`src/rtl/udiv_pkg.sv`:
```
package udiv_pkg;
  localparam int unsigned FLG_C   = 0;
  localparam int unsigned FLG_V   = 1;
  localparam int unsigned FLG_Z   = 2;
  localparam int unsigned FLG_N   = 3;
  localparam int unsigned FLG_H   = 4;
  localparam int unsigned FLG_NUM = 5;

  localparam logic [FLG_NUM-1:0] FLG_WRITE_MASK =
    FLG_NUM'((1 << FLG_N) | (1 << FLG_Z));

  typedef struct packed {
    logic n;
    logic z;
    logic ovf;
  } udiv_flags_t;
endpackage

```
`src/rtl/udiv_ctrl.sv`:
```
module udiv_ctrl #(
  parameter int unsigned LATENCY    = 22,
  parameter int unsigned STEPS      = 16,
  parameter int unsigned STEP_FIRST = 2
) (
  input  logic clk_i,
  input  logic rst_ni,
  input  logic start_i,
  output logic load_o,
  output logic step_o,
  output logic fin_o,
  output logic busy_o,
  output logic done_o
);
  localparam int unsigned CNT_W = $clog2(LATENCY + 1);
  localparam logic [CNT_W-1:0] CNT_LAST = CNT_W'(LATENCY);
  localparam logic [CNT_W-1:0] CNT_S0   = CNT_W'(STEP_FIRST);
  localparam logic [CNT_W-1:0] CNT_S1   = CNT_W'(STEP_FIRST + STEPS);

  logic [CNT_W-1:0] cnt_q;
  logic             busy_q, done_q;

  assign load_o = start_i & ~busy_q;
  assign fin_o  = busy_q & (cnt_q == CNT_LAST);
  assign step_o = busy_q & (cnt_q >= CNT_S0) & (cnt_q < CNT_S1);
  assign busy_o = busy_q;
  assign done_o = done_q;

  always_ff @(posedge clk_i or negedge rst_ni) begin
    if (!rst_ni) begin
      cnt_q  <= '0;
      busy_q <= 1'b0;
      done_q <= 1'b0;
    end else begin
      done_q <= fin_o;
      if (load_o) begin
        cnt_q  <= CNT_W'(1);
        busy_q <= 1'b1;
      end else if (fin_o) begin
        cnt_q  <= '0;
        busy_q <= 1'b0;
      end else if (busy_q) begin
        cnt_q  <= cnt_q + CNT_W'(1);
      end
    end
  end

  AST_DONE_PULSE: assert property (@(posedge clk_i) disable iff (!rst_ni)
    done_q |=> !done_q);
  AST_BUSY_ENDS_IN_DONE: assert property (@(posedge clk_i) disable iff (!rst_ni)
    $fell(busy_q) |-> done_q);
  AST_START_WHILE_BUSY: assert property (@(posedge clk_i) disable iff (!rst_ni)
    (busy_q && start_i && !fin_o) |=> (busy_q && !done_q));
endmodule

```
`src/rtl/udiv_core.sv`:
```
module udiv_core #(
  parameter int unsigned DW = 32,
  parameter int unsigned VW = 16
) (
  input  logic          clk_i,
  input  logic          rst_ni,
  input  logic          load_i,
  input  logic          step_i,
  input  logic [DW-1:0] dividend_i,
  input  logic [VW-1:0] divisor_i,
  output logic [VW-1:0] quo_o,
  output logic [VW-1:0] rem_o
);
  logic [VW-1:0] rem_q, quo_q, dvs_q;
  logic [VW:0]   shifted, trial;
  logic          qbit;

  // partial remainder shifted left by one, next dividend bit pulled from quo_q
  assign shifted = {rem_q, quo_q[VW-1]};
  assign trial   = shifted - {1'b0, dvs_q};
  assign qbit    = ~trial[VW];

  always_ff @(posedge clk_i or negedge rst_ni) begin
    if (!rst_ni) begin
      rem_q <= '0;
      quo_q <= '0;
      dvs_q <= '0;
    end else if (load_i) begin
      rem_q <= dividend_i[DW-1:VW];
      quo_q <= dividend_i[VW-1:0];
      dvs_q <= divisor_i;
    end else if (step_i) begin
      rem_q <= qbit ? trial[VW-1:0] : shifted[VW-1:0];
      quo_q <= {quo_q[VW-2:0], qbit};
    end
  end

  assign quo_o = quo_q;
  assign rem_o = rem_q;

  AST_REM_BELOW_DIVISOR: assert property (@(posedge clk_i) disable iff (!rst_ni)
    (step_i && !load_i && rem_q < dvs_q) |=> (rem_q < dvs_q));
endmodule

```
`src/rtl/udiv_flags.sv`:
```
module udiv_flags
  import udiv_pkg::*;
#(
  parameter int unsigned VW = 16
) (
  input  logic               clk_i,
  input  logic               rst_ni,
  input  logic               load_i,
  input  logic               fin_i,
  input  logic [VW-1:0]      dividend_hi_i,
  input  logic [VW-1:0]      divisor_i,
  output udiv_flags_t        flags_o,
  output logic [FLG_NUM-1:0] upd_o
);
  logic [VW-1:0]      dvs_q;
  logic               ovf_pend_q;
  udiv_flags_t        flags_q;
  logic [FLG_NUM-1:0] upd_q;

  always_ff @(posedge clk_i or negedge rst_ni) begin
    if (!rst_ni) begin
      dvs_q      <= '0;
      ovf_pend_q <= 1'b0;
      flags_q    <= '0;
      upd_q      <= '0;
    end else begin
      upd_q <= fin_i ? FLG_WRITE_MASK : '0;
      if (load_i) begin
        dvs_q      <= divisor_i;
        ovf_pend_q <= dividend_hi_i >= divisor_i;
      end
      if (fin_i) begin
        flags_q.n   <= dvs_q[VW-1];
        flags_q.z   <= dvs_q == '0;
        flags_q.ovf <= ovf_pend_q;
      end
    end
  end

  assign flags_o = flags_q;
  assign upd_o   = upd_q;

  AST_ZERO_IMPLIES_OVF: assert property (@(posedge clk_i) disable iff (!rst_ni)
    flags_q.z |-> flags_q.ovf);
endmodule

```
`src/rtl/udiv32x16.sv`:
```
module udiv32x16
  import udiv_pkg::*;
#(
  parameter int unsigned DW         = 32,
  parameter int unsigned VW         = 16,
  parameter int unsigned LATENCY    = 22,
  parameter int unsigned STEP_FIRST = 2
) (
  input  logic               clk_i,
  input  logic               rst_ni,
  input  logic               start_i,
  input  logic [DW-1:0]      dividend_i,
  input  logic [VW-1:0]      divisor_i,
  output logic               busy_o,
  output logic               done_o,
  output logic [DW-1:0]      result_o,
  output logic               ovf_o,
  output logic               flag_n_o,
  output logic               flag_z_o,
  output logic [FLG_NUM-1:0] flag_upd_o
);
  localparam int unsigned STEPS = VW;

  logic          load, step, fin;
  logic [VW-1:0] quo, rem;
  logic [DW-1:0] result_q;
  udiv_flags_t   flags;

  udiv_ctrl #(
    .LATENCY   (LATENCY),
    .STEPS     (STEPS),
    .STEP_FIRST(STEP_FIRST)
  ) u_ctrl (
    .clk_i  (clk_i),
    .rst_ni (rst_ni),
    .start_i(start_i),
    .load_o (load),
    .step_o (step),
    .fin_o  (fin),
    .busy_o (busy_o),
    .done_o (done_o)
  );

  udiv_core #(
    .DW(DW),
    .VW(VW)
  ) u_core (
    .clk_i     (clk_i),
    .rst_ni    (rst_ni),
    .load_i    (load),
    .step_i    (step),
    .dividend_i(dividend_i),
    .divisor_i (divisor_i),
    .quo_o     (quo),
    .rem_o     (rem)
  );

  udiv_flags #(
    .VW(VW)
  ) u_flags (
    .clk_i        (clk_i),
    .rst_ni       (rst_ni),
    .load_i       (load),
    .fin_i        (fin),
    .dividend_hi_i(dividend_i[DW-1:VW]),
    .divisor_i    (divisor_i),
    .flags_o      (flags),
    .upd_o        (flag_upd_o)
  );

  always_ff @(posedge clk_i or negedge rst_ni) begin
    if (!rst_ni) result_q <= '0;
    else if (fin) result_q <= {rem, quo};
  end

  assign result_o = result_q;
  assign ovf_o    = flags.ovf;
  assign flag_n_o = flags.n;
  assign flag_z_o = flags.z;

  AST_RESULT_HOLD: assert property (@(posedge clk_i) disable iff (!rst_ni)
    !busy_o |=> ($stable(result_o) && $stable(flags)));
  AST_UPD_WITH_DONE: assert property (@(posedge clk_i) disable iff (!rst_ni)
    (|flag_upd_o) == done_o);
  AST_ZERO_NEEDS_OVF: assert property (@(posedge clk_i) disable iff (!rst_ni)
    done_o && flag_z_o |-> ovf_o);
endmodule

```
`config.mk`:
```
export PLATFORM = sky130hd
export DESIGN_NAME = udiv32x16
export DESIGN_NICKNAME = d
export VERILOG_FILES = /design/src/rtl/udiv_pkg.sv /design/src/rtl/udiv_ctrl.sv /design/src/rtl/udiv_core.sv /design/src/rtl/udiv_flags.sv /design/src/rtl/udiv32x16.sv
export SDC_FILE = /design/constraint.sdc
export NUM_CORES = 1
export LEC_CHECK = 0
export BUFFER_PORTS_ARGS = -buffer_cell sky130_fd_sc_hd__buf_2
export CAP_MARGIN = 20
export CORE_AREA = 3 3 136 138
export CTS_BUF_LIST = sky130_fd_sc_hd__clkbuf_4 sky130_fd_sc_hd__clkbuf_8 sky130_fd_sc_hd__clkbuf_16
export CTS_CLUSTER_DIAMETER = 150
export DETAILED_ROUTE_END_ITERATION = 8
export DIE_AREA = 0 0 139 141
export GPL_TIMING_DRIVEN = 1
export MAX_ROUTING_LAYER = met4
export PLACE_DENSITY = 0.56
export SYNTH_ARGS = -nofsm -noshare
export SYNTH_HDL_FRONTEND = slang
export SYNTH_SLANG_ARGS = --single-unit
```
`constraint.sdc`:
```
create_clock -name clk_i -period 3.7 [get_ports clk_i]
set_clock_uncertainty 0.1 [all_clocks]
set_input_delay 0.925 -clock clk_i [delete_from_list [all_inputs] [get_ports clk_i]]
set_output_delay 0.925 -clock clk_i [all_outputs]
set_load 0.1 [all_outputs]
```
# [Yosys cells after proc, flatten, opt, wreduce, memory -nomap -nowiden]
# Cells that the tools add are included.
[totals] reg_bits=96 latch_bits=0 ramBits=0 romBits=0 input_bits=51 out_inout_bits=42 wordCells=39 n_memories=0
[op_classes] n_addsub=2 multipliers=0 n_div=0 n_lt_le_gt_ge=3 n_eq_ne=1 shift=0 n_mux=11 n_bitwise=6 reduce_logical=4
[ops] operator="two-way mux 16 bit" n=5
[ops] operator="subtractor 17 x 16 -> 17 bit" n=1
[ops] operator="greater-or-equal comparator 16 bit" n=1
[ops] operator="logical NOT 16 bit" n=1
[ops] operator="two-way mux 5 bit" n=3
[ops] operator="adder 5 x 1 -> 5 bit, second input constant" n=1
[ops] operator="== test 5 bit, second input constant" n=1
[ops] operator="greater-or-equal comparator 5 x 2 -> 1 bit, second input constant" n=1
[ops] operator="< comparator 5 bit, second input constant" n=1
[ops] operator="bitwise AND 1 bit" n=4
[ops] operator="two-way mux 4 bit" n=1
[ops] operator="nonzero test 2 bit" n=2
[ops] operator="nonzero test 3 bit" n=1
[ops] operator="two-way mux 1 bit" n=2
[ops] operator="inverter 1 bit" n=2

# [Longest topological paths before layout]
# Gate-level depths: netlist of run 1.
[depth] ltp_word=5 depth_mapped=11 depth_no_buf=10

# [Hierarchy]
# Synthesis of run 1 repeated with hierarchy kept, for this count alone.
[hier_totals] hier_cells=545 area_unflattened_um2=6005.8
[modules_own_cells] module="udiv_core" instances=1 cells_per_inst=326 area_each_um2=3040.4
[modules_own_cells] module="udiv32x16" instances=1 cells_per_inst=68 area_each_um2=1345.0
[modules_own_cells] module="udiv_flags" instances=1 cells_per_inst=109 area_each_um2=1244.9
[modules_own_cells] module="udiv_ctrl" instances=1 cells_per_inst=42 area_each_um2=375.4

# [Worst setup path after synthesis of run 1]
# Ideal clock, no wire load.
[synth_timing] path_type="reg-to-reg" start="register u_core.quo_q[15] (netlist: u_core.quo_o[15])" end="register u_core.rem_q[0] (netlist: u_core.rem_o[0])" setup_time_ns=0.120 arrival_ns=2.480 slack_ns=1.001 path_stages_with_launch=12 path_buffers=1 period_less_slack_ns=2.699 cell_sequence="dfrtp_1 inv_1 ha_1 fa_1 nor2b_2 o31a_2 o21ai_4 o41ai_4 xor2_4 buf_8 nand2_1 a31o_1"
[synth_between] elab_chain_cells=4
[synth_rtl] element="start: declaration" line="udiv_core.sv:14" rtl="logic [VW-1:0] rem_q, quo_q, dvs_q;"
[synth_rtl] element="start signal: assignment" line="udiv_core.sv:30" rtl="quo_q <= dividend_i[VW-1:0];"
[synth_rtl] element="start signal: assignment" line="udiv_core.sv:34" rtl="quo_q <= {quo_q[VW-2:0], qbit};"
[synth_rtl] element="subtractor 17 x 16 -> 17 bit" line="udiv_core.sv:20" rtl="assign trial = shifted - {1'b0, dvs_q};"
[synth_rtl] element="two-way mux 16 bit *" line="udiv_core.sv:33" rtl="rem_q <= qbit ? trial[VW-1:0] : shifted[VW-1:0];"
[synth_rtl] element="two-way mux 16 bit *" line="udiv_core.sv:32" rtl="end else if (step_i) begin"
[synth_rtl] element="two-way mux 16 bit *" line="udiv_core.sv:28" rtl="end else if (load_i) begin"
[synth_rtl] element="end signal: assignment" line="udiv_core.sv:29" rtl="rem_q <= dividend_i[DW-1:VW];"
[synth_rtl] element="end signal: assignment" line="udiv_core.sv:33"
[synth_rtl] element="end: declaration" line="udiv_core.sv:14"
# Every way passes the cells marked *; elsewhere a longest branch is shown, timed or not. The select of a mux whose other input is x is not followed.
# A chain may end at the register's enable or synchronous reset.

# [Worst setup path in the final report of run 1]
[layout_timing] start="register u_core.quo_q[15] (netlist: u_core.quo_o[15])" end="register u_core.rem_q[4] (netlist: u_core.rem_o[4])"
[layout_between] elab_chain_cells=4
[layout_rtl] element="subtractor 17 x 16 -> 17 bit" line="udiv_core.sv:20"
[layout_rtl] element="two-way mux 16 bit" line="udiv_core.sv:33"
[layout_rtl] element="two-way mux 16 bit" line="udiv_core.sv:32"
[layout_rtl] element="two-way mux 16 bit" line="udiv_core.sv:28"
# No other way between the ends. The select of a mux whose other input is x is not followed.

==> impl_results.md, run 1 <==
- Fmax: 0.3219 GHz
- GRT Residual Overflow: 0
- Final worst-path cycle share: 0.8396
- Min-delay src: result_o[26]$_DFFE_PN0P_
- Pre-CTS setup slack: 0.5846 ns
- DP Area: 5897 um2
- Clk Latency, worst-skew pair: 0.35 ns
- RePlAce Congestion: 0.8337
- EDFF count, synth: 0
- Final setup fails: 0
- CTS tree: built
- Crit path time final: 3.106 ns
- WL final: 14310 um
- Slew headroom: 0.4024
- Cells along the critical path: inv_1, ha_1, fa_1, nor2b_2, o31a_2, o21ai_4, o41ai_4, xor2_4, mux2i_1, o21ai_0
- Slew Viols, Final: 0
- Share of post-route cells with drive strength above 1: 0.1837
- Hold Vio Cnt, Final: 0
- Register area share after synthesis: 0.4357
- Mapped cell area: 5226 um2
- Measured slew at the worst slew-check pin: 0.8942 ns
- Worst-path clk slew: 0.07 ns
- Post-route cell area: 6186 um2
- Gr usage total: 0.1516
- Post-CTS Setup Bufs: 0
- Layout Cells excl Fill: 913
- Largest net degree at the start of global routing: 67
- Crit path required time: 3.80 ns
- Synth warn: 0
- Final HPWL DP: 10310 um
- Num rows: 48
- Initial antenna violation count: 1
- Setup TNS Final: 0 ns
- Worst Setup SP: u_core.quo_o[15]$_DFFE_PN0P_
- Iter 0 DRT Violations: 227
- Post-route ant nets: 0
- Worst min-delay path class: flop to flop
- Worst reg2reg path startpoint: u_core.quo_o[15]$_DFFE_PN0P_
- Clock buffer count from CTS: 9
- Number of synthesized register bits: 91
- Max H-tree Level: 3
- Per-cell routed wire length: 15.67 um
- Area grow syn2layout: 18.36%
- Via density: 4.805
- Hold-fix buffers, CTS: 0
- Setup crit start kind: flop
- Status: completed
- Ys flop type: dfrtp_1
- Global-route wire length before repair: 23340 um
- CTS resizes: 0
- Max stage delay on crit path: 0.58 ns
- Die width: 139 um
- RSZ-0062 raised after global routing: no
- MaxCap Viol Count: 0
- Critical path type: flop to flop
- Core area: 17300 um2
- Root Driver: clkbuf_16
- Worst Path Max Fanout: 15
- Initial DRT Pass Iterations: 5
- Syn_area_per_cell: 8.681 um2
- Die Ht: 141 um
- Port bufs: 89
- Post-synth ARST share: 1.000
- Final nets: 767
- Starting density of the core: 0.3022
- Sink Count: 91
- Worst setup EP type: flop
- Synth Instances: 602
- Placed insts: 895
- Num ports: 93
- Remaining DRCs: 0
- Die area: 19600 um2
- CP max-delay cell: xor2_4
- Arrival time worst endpoint: 3.21 ns
- Clock buffer depth: 2
- Via count: 4387
- Vias in the first global route: 4467
- Count of cell types in the netlist: 59
- Final worst slack: 0.5936 ns
cells in the final DEF (no fill, tap or decap), types with 2 or more instances in the layout:
cell / instances
diode_2: 2
nor2_1: 18
nor4_1: 4
o31ai_1: 6
clkbuf_16: 9
or3_1: 9
xor2_1: 6
nand2_1: 166
a211oi_1: 5
o2111ai_1: 2
inv_6: 3
mux2i_1: 11
a21oi_1: 33
o21ai_0: 49
conb_1: 3
buf_2: 88
o21a_1: 5
ha_1: 34
a22oi_1: 12
buf_4: 9
nand2b_1: 2
and3_1: 8
nand3b_1: 3
a21o_1: 2
nor3_1: 5
a31oi_1: 10
a221oi_1: 3
nand4_1: 5
inv_1: 40
nor2b_1: 3
xnor2_1: 6
dfrtp_1: 91
nand3_1: 4
layer usage:
metal | track usage | share of wire | vias up
met1 | 0.1950 | 0.47 | 2071
met2 | 0.2485 | 0.48 | 81
li1 | - | - | 2218
met3 | 0.01866 | 0.027 | 17
met5 | - | 0 | -
met4 | 0.05252 | 0.019 | 0
kinds of logic (layout without fill, tap and decap cells):
family,count (synthesis),count (layout),share of synthesized area
xor+xnor,14,14,0.02849
compound gates,145,145,0.1791
fa+ha+maj,35,35,0.08523
other cells,1,5,0.0007175
simple gates,231,231,0.1886
flops,91,91,0.4357
buf+inv,73,155,0.05889
mux,12,12,0.02322
registers in the layout, indices dropped and copies added, names as in the netlist:
| name | count |
|---|---|
| u_ctrl.busy_o | 1 |
| u_flags.flags_o | 3 |
| result_o | 32 |
| u_flags.upd_o | 1 |
| u_core.rem_o | 16 |
| u_core.dvs_q | 16 |
| u_flags.ovf_pend_q | 1 |
| u_core.quo_o | 16 |
| u_ctrl.cnt_q | 5 |
layout make-up:
| class | count | area [um2] |
|---|---|---|
| inverters | 41 | 153.9 |
| multi-input cells | 440 | 2656 |
| well taps | 225 | 281.5 |
| clock buffers | 9 | 225.2 |
| flip-flops and latches | 91 | 2277 |
| repair buffers | 98 | 528.0 |
| clock inverters | 7 | 58.81 |
| fillers | 1842 | 11110 |
| diodes | 2 | 5.005 |
final timing paths:
path	endpoint	depth (start not counted)	slack (ns)
worst max-delay path	u_core.rem_o[4]$_DFFE_PN0P_	10	0.59
worst min-delay path	result_o[26]$_DFFE_PN0P_	2	0.37
worst max register to register	u_core.rem_o[4]$_DFFE_PN0P_	10	0.59
worst min register to register	result_o[26]$_DFFE_PN0P_	2	0.37
max in group asynchronous	result_o[21]$_DFFE_PN0P_	2	2.33
min in group asynchronous	result_o[5]$_DFFE_PN0P_	1	0.49
synth_stat cells (2+ instances only):
master	count	area share
clkbuf_1	19	0.014
nand4_1	5	0.0060
nand3b_1	3	0.0043
a221oi_1	3	0.0050
or3_1	9	0.011
and3_1	8	0.0096
buf_1	4	0.0029
nor4_1	4	0.0048
dfrtp_1	91	0.44
inv_1	40	0.029
o2111ai_1	2	0.0034
xnor2_1	6	0.010
nand2_1	166	0.12
o21ai_0	49	0.047
mux2i_1	11	0.021
nand2b_1	2	0.0024
o31ai_1	6	0.0086
a211oi_1	5	0.0072
nor2b_1	4	0.0048
nand3_1	4	0.0038
nor3_1	5	0.0048
a21oi_1	33	0.032
buf_4	5	0.0072
a22oi_1	12	0.017
a31oi_1	10	0.012
xor2_1	6	0.010
o21a_1	5	0.0072
nor2_1	18	0.013
a21o_1	2	0.0029
buf_2	3	0.0029
ha_1	34	0.081
metrics by stage:
stage / util / hold slack [ns]
global route: 0.3575 / 0.4045
floorplan: - / 0.3334
CTS: 0.3574 / 0.3754
global placement: 0.3409 / 0.3538
detailed placement: 0.3409 / 0.3569
finish: 0.3576 / 0.3671
worst max-delay path: cells and delay by family (launching register included):
family | cells | cell delay [ns]
mux | 1 | 0.28
flops | 1 | 0.34
compound gates | 4 | 0.79
xor+xnor | 1 | 0.58
simple gates | 1 | 0.15
fa+ha+maj | 2 | 0.65
buf+inv | 1 | 0.07
Power of run 1 is left out: the tool's default activity adds up to more than one toggle a clock period on the data nets, which glitch-free logic cannot reach.
==> inputs of run 2 (changes only) <==
ABC_AREA = 1   (was default)
CORE_AREA = 3 3 142 144   (was 3 3 136 138)
DIE_AREA = 0 0 145 147   (was 0 0 139 141)
PLACE_DENSITY = 0.55   (was 0.56)
clock period = 3.3 ns   (was 3.7 ns; I/O delays follow)
==> impl_results.md, run 2 <==
- Iter 0 DRT Violations: 361 (was 227)
- Setup TNS Final: 0 ns (unchanged)
- Number of synthesized register bits: 91 (unchanged)
- Most common cell in the netlist: nand2_1 (unchanged)
- Final worst slack: 0.9122 ns (was 0.5936 ns)
- Area contributors post-synth: dfrtp_1 40%, nand2_1 18%, ha_1 7.6% (was dfrtp_1 44%, nand2_1 12%, ha_1 8.1%)
- Largest area contributor in the netlist: dfrtp_1 (unchanged)
- GRT Residual Overflow: 0 (unchanged)
- Vias in the first global route: 4882 (was 4467)
- Setup crit start kind: flop (unchanged)
- Commonest non-fill, non-tap cell in the layout: nand2_1 (unchanged)
- Hold Vio Cnt, Final: 0 (unchanged)
- Final HPWL DP: 12090 um (was 10310 um)
- Via density: 4.468 (was 4.805)
- Worst Path Max Fanout: 8 (was 15)
- Die Ht: 147 um (was 141 um)
- Largest net degree at the start of global routing: 65 (was 67)
- Max reg flops: 32 (unchanged)
- Global-route wire length before repair: 26160 um (was 23340 um)
- EDFF count, synth: 0 (unchanged)
- Synth Instances: 765 (was 602)
- Port bufs: 89 (unchanged)
- WL final: 15580 um (was 14310 um)
- RePlAce Congestion: 0.8761 (was 0.8337)
- RSZ-0062 raised after global routing: no (unchanged)
- Register area share after synthesis: 0.4044 (was 0.4357)
- Final worst-path cycle share: 0.7236 (was 0.8396)
- Arrival time worst endpoint: 2.53 ns (was 3.21 ns)
- Synth warn: 0 (unchanged)
- MaxCap Viol Count: 0 (unchanged)
- Per-cell routed wire length: 14.04 um (was 15.67 um)
- Via count: 4959 (was 4387)
- Met3 GRT Util: 0.02468 (was 0.01866)
- Initial DRT Pass Iterations: 5 (unchanged)
- Util after Layout: 0.3509 (was 0.3576)
- Remaining DRCs: 0 (unchanged)
- Die width: 145 um (was 139 um)
- Global Route met2 Usage: 0.2181 (was 0.2485)
- Share of post-route cells with drive strength above 1: 0.1729 (was 0.1837)
- Core area: 18830 um2 (was 17300 um2)
- Measured slew at the worst slew-check pin: 0.6423 ns (was 0.8942 ns)
- Max H-tree Level: 3 (unchanged)
- Fmax: 0.4188 GHz (was 0.3219 GHz)
- Worst setup EP type: flop (unchanged)
- Gr usage total: 0.1570 (was 0.1516)
- Clock buffer depth: 2 (unchanged)
- Final setup fails: 0 (unchanged)
- Syn_area_per_cell: 7.362 um2 (was 8.681 um2)
- Worst-path clk slew: 0.07 ns (about the same)
- CTS resizes: 0 (unchanged)
- Share of the synthesized area in the top cell type: 0.4044 (was 0.4357)
- Num ports: 93 (unchanged)
- Count of cell types in the netlist: 43 (was 59)
- Starting density of the core: 0.2991 (was 0.3022)
- Final nets: 931 (was 767)
- Pre-CTS setup slack: 0.9307 ns (was 0.5846 ns)
- Initial antenna violation count: 0 (was 1)
- CTS tree: built (unchanged)
- Crit path required time: 3.44 ns (was 3.80 ns)
- Num rows: 50 (was 48)
- Die area: 21320 um2 (was 19600 um2)
- Crit path time final: 2.388 ns (was 3.106 ns)
- Clk Latency, worst-skew pair: 0.35 ns (about the same)
- Worst min-delay path class: flop to flop (unchanged)
- Sink Count: 91 (unchanged)
- Status: completed (unchanged)
- Grt met1 use: 0.2349 (was 0.1950)
- Antenna diodes: 0 (was 2)
- Layout fillers: 2049 (was 1842)
- Root Driver: clkbuf_16 (unchanged)
- Post-route ant nets: 0 (unchanged)
- Gr busiest metal: met1 (was met2)
- Ys flop type: dfrtp_1 (unchanged)
- Critical path type: flop to flop (unchanged)
- Slew headroom: 0.5718 (was 0.4024)
- Synth top cells by count: 270 x nand2_1, 101 x inv_1, 91 x dfrtp_1, 56 x nand3_1, 49 x nor2_1 (was 166 x nand2_1, 91 x dfrtp_1, 49 x o21ai_0, 40 x inv_1, 34 x ha_1)
- Commonest cells after routing, fill and taps aside: 269 x nand2_1, 101 x inv_1, 91 x dfrtp_1 (was 166 x nand2_1, 91 x dfrtp_1, 88 x buf_2)
- Post-synth ARST share: 1.000 (unchanged)
- Mapped cell area: 5632 um2 (was 5226 um2)
- Area grow syn2layout: 17.33% (was 18.36%)
- Hold-fix buffers, CTS: 0 (unchanged)
- Clock buffer count from CTS: 9 (unchanged)
- Post-CTS Setup Bufs: 0 (unchanged)
- Slew Viols, Final: 0 (unchanged)
run 2: through the flow:
step	cell area, um2	hold WS (ns)	instances
global route	6608	0.3864	1110
floorplan	5639	0.3501	767
finish	6608	0.3656	1110
detailed placement	6332	0.3557	1094
global placement	6332	0.3524	1094
CTS	6608	0.3723	1110
run 2: metal layers:
metal	vias to the layer above	routed length, um
met4	0	199
met1	2264	8305
met5	-	0
met2	111	6351
li1	2570	-
met3	14	727
run 2: layout make-up:
type	count	area, um2	area share
multi-input cells	540	2824	0.4274
flip-flops and latches	91	2277	0.3446
inverters	110	415.4	0.06287
clock inverters	4	27.53	0.004166
repair buffers	93	490.5	0.07423
clock buffers	12	247.7	0.03749
well taps	260	325.3	0.04923
run 2: cell families after synthesis:
kind of cell | Yosys count | share of synthesized area
simple gates | 417 | 0.3262
buf+inv | 136 | 0.09598
flops | 91 | 0.4044
compound gates | 77 | 0.08132
fa+ha+maj | 35 | 0.07909
xor+xnor | 8 | 0.01244
other cells | 1 | 0.0006659
run 2: critical path, cell delays in order, from the launching register on:
cell and delay, ns:
dfrtp_1 0.36, inv_1 0.08, ha_1 0.23, fa_1 0.40
inv_1 0.11, nand2_1 0.05, nand2_1 0.09, nand3_2 0.08
nand2_2 0.11, nand2_4 0.08, nand3_2 0.18, nand2_4 0.12
nand2_1 0.07, nand3_1 0.06, nand2_1 0.08, nand2_1 0.05
run 2: worst paths after layout:
path	from	endpoint	slack [ns]	cells past startpoint
min in group asynchronous	rst_ni	result_o[10]$_DFFE_PN0P_	0.40	1
max in group asynchronous	rst_ni	result_o[26]$_DFFE_PN0P_	2.02	2
hold reg to reg	result_o[17]$_DFFE_PN0P_	result_o[17]$_DFFE_PN0P_	0.37	2
hold / removal	result_o[17]$_DFFE_PN0P_	result_o[17]$_DFFE_PN0P_	0.37	2
setup / recovery	u_core.quo_o[15]$_DFFE_PN0P_	u_core.rem_o[6]$_DFFE_PN0P_	0.91	15
setup reg to reg	u_core.quo_o[15]$_DFFE_PN0P_	u_core.rem_o[6]$_DFFE_PN0P_	0.91	15
Power of run 2 is left out for the same reason.
==> inputs of run 3 (changes only) <==
ABC_AREA = 0   (was 1)
CORE_AREA = 3 3 136 138   (was 3 3 142 144)
DIE_AREA = 0 0 139 141   (was 0 0 145 147)
PLACE_DENSITY = 0.56   (was 0.55)
clock period = 2.39 ns   (was 3.3 ns; I/O delays follow)
==> impl_results.md, run 3 (synthesized netlist as in run 1, its figures left out) <==
- Clock buffer count from CTS: 9 (unchanged)
- Final nets: 851 (was 931)
- Antenna diodes: 0 (unchanged)
- Crit path required time: 2.52 ns (was 3.44 ns)
- Critical path type: flop to flop (unchanged)
- Worst min-delay path class: input pin to async pin (was flop to flop)
- Hold Vio Cnt, Final: 0 (unchanged)
- GRT Residual Overflow: 0 (unchanged)
- Via count: 4702 (was 4959)
- Num rows: 48 (was 50)
- Die Ht: 141 um (was 147 um)
- Slew Viols, Final: 0 (unchanged)
- Post-route ant nets: 0 (unchanged)
- Pre-CTS setup slack: -0.2736 ns (was 0.9307 ns)
- Setup TNS Final: -2.553 ns (was 0 ns)
- Vias in the first global route: 4853 (was 4882)
- Status: finished with violations (was completed)
- Clock buffer depth: 2 (unchanged)
- CTS tree: built (unchanged)
- Per-cell routed wire length: 15.03 um (was 14.04 um)
- Commonest non-fill, non-tap cell in the layout: nand2_1 (unchanged)
- Met3 GRT Util: 0.02273 (was 0.02468)
- Gr busiest metal: met2 (was met1)
- Slew headroom: 0.5972 (was 0.5718)
- Area grow syn2layout: 33.11% (was 17.33%)
- Worst Path Max Fanout: 8 (unchanged)
- Grt met1 use: 0.2131 (was 0.2349)
- Commonest cells after routing, fill and taps aside: 164 x nand2_1, 91 x dfrtp_1, 88 x buf_2 (was 269 x nand2_1, 101 x inv_1, 91 x dfrtp_1)
- Max H-tree Level: 3 (unchanged)
- Remaining DRCs: 0 (unchanged)
- Final worst-path cycle share: 1.091 (was 0.7236)
- Crit path time final: 2.608 ns (was 2.388 ns)
- Failing checks: negative setup slack
- Final setup fails: 16 (was 0)
- Layout fillers: 1787 (was 2049)
- Final worst slack: -0.2180 ns (was 0.9122 ns)
- Die area: 19600 um2 (was 21320 um2)
- MaxCap Viol Count: 0 (unchanged)
- Fmax: 0.3834 GHz (was 0.4188 GHz)
- Gr usage total: 0.1616 (was 0.1570)
- Global Route met2 Usage: 0.2552 (was 0.2181)
- Share of post-route cells with drive strength above 1: 0.2922 (was 0.1729)
- Arrival time worst endpoint: 2.74 ns (was 2.53 ns)
- Worst setup EP type: flop (unchanged)
- Root Driver: clkbuf_16 (unchanged)
- RSZ-0062 raised after global routing: yes (was no)
- Max reg flops: 32 (unchanged)
- WL final: 14950 um (was 15580 um)
- Sink Count: 91 (unchanged)
- Starting density of the core: 0.3022 (was 0.2991)
- Hold-fix buffers, CTS: 0 (unchanged)
- Worst Setup SP: u_core.quo_o[15]$_DFFE_PN0P_ (unchanged)
- RePlAce Congestion: 0.8523 (was 0.8761)
- Setup crit start kind: flop (unchanged)
- Worst-path clk slew: 0.07 ns (about the same)
- Num ports: 93 (unchanged)
- Iter 0 DRT Violations: 231 (was 361)
- Via density: 4.726 (was 4.468)
- Core area: 17300 um2 (was 18830 um2)
- Initial DRT Pass Iterations: 4 (was 5)
- Worst reg2reg path startpoint: u_core.quo_o[15]$_DFFE_PN0P_ (unchanged)
- Clk Latency, worst-skew pair: 0.35 ns (about the same)
- Global-route wire length before repair: 24880 um (was 26160 um)
- Die width: 139 um (was 145 um)
- Measured slew at the worst slew-check pin: 0.5986 ns (was 0.6423 ns)
- Largest net degree at the start of global routing: 43 (was 65)
- Initial antenna violation count: 0 (unchanged)
- Final HPWL DP: 11280 um (was 12090 um)
- Port bufs: 89 (unchanged)
## run 3: cell types whose count changed in the layout (fill, tap and decap cells not counted), moves of 11 or more
cell	change
a21oi_1	+14
buf_4	+82
inv_1	-63
mux2i_1	+11
nand2_1	-105
nand2_2	-13
nand3_1	-52
nor2_1	-31
## run 3: path summary, 6_finish.rpt
path                            slack [ns]                            to  depth (start not counted)
worst max-delay path                 -0.22  u_core.rem_o[10]$_DFFE_PN0P_                         12
worst min-delay path                  0.04       result_o[0]$_DFFE_PN0P_                          1
worst max register to register       -0.22  u_core.rem_o[10]$_DFFE_PN0P_                         12
worst min register to register        0.37      result_o[26]$_DFFE_PN0P_                          2
max in group asynchronous             1.62      result_o[26]$_DFFE_PN0P_                          2
min in group clk_i                    0.37      result_o[26]$_DFFE_PN0P_                          2
## run 3: metal layers
metal	wire length [um]	vias up
met5	0	-
met4	328	0
met3	419	20
met2	7087	64
met1	7118	2234
li1	-	2384
## run 3: repair_timing
action / in CTS / in global routing
pin swaps: 13 / 5
endpoints found under the setup margin: 16 / 17
buffers inserted: 3 / 5
resized for setup: 10 / 12
## run 3: metrics by stage
| step | cell area [um2] | hold slack (ns) | utilization | cells |
|---|---|---|---|---|
| finish | 6957 | 0.03629 | 0.4022 | 995 |
| global route | 6957 | 0.04544 | 0.4022 | 995 |
| CTS | 6874 | 0.03598 | 0.3974 | 990 |
| detailed placement | 6510 | 0.3588 | 0.3764 | 971 |
| global placement | 6510 | 0.3554 | 0.3764 | 971 |
| floorplan | 5239 | 0.2019 | - | 604 |
## run 3: worst max-delay path: stages, from the launching register on
cell and delay [ns]:
dfrtp_1 0.36, inv_2 0.06, ha_4 0.16, fa_2 0.34
nor2b_2 0.14, o31a_2 0.17, o21ai_4 0.07, o41ai_4 0.23
buf_4 0.19, xor2_4 0.21, buf_12 0.16, mux2i_1 0.20
a21oi_1 0.08
## run 3: layout make-up
| type | count | area, um2 | share of cell area |
|---|---|---|---|
| clock inverter | 6 | 46.29 | 0.006655 |
| multi-input combinational | 440 | 2748 | 0.3950 |
| clock buffer | 10 | 239.0 | 0.03435 |
| sequential | 91 | 2277 | 0.3273 |
| timing repair buffer | 182 | 1211 | 0.1741 |
| tap | 225 | 281.5 | 0.04047 |
| inverter | 41 | 153.9 | 0.02212 |
Power of run 3 is left out for the same reason.
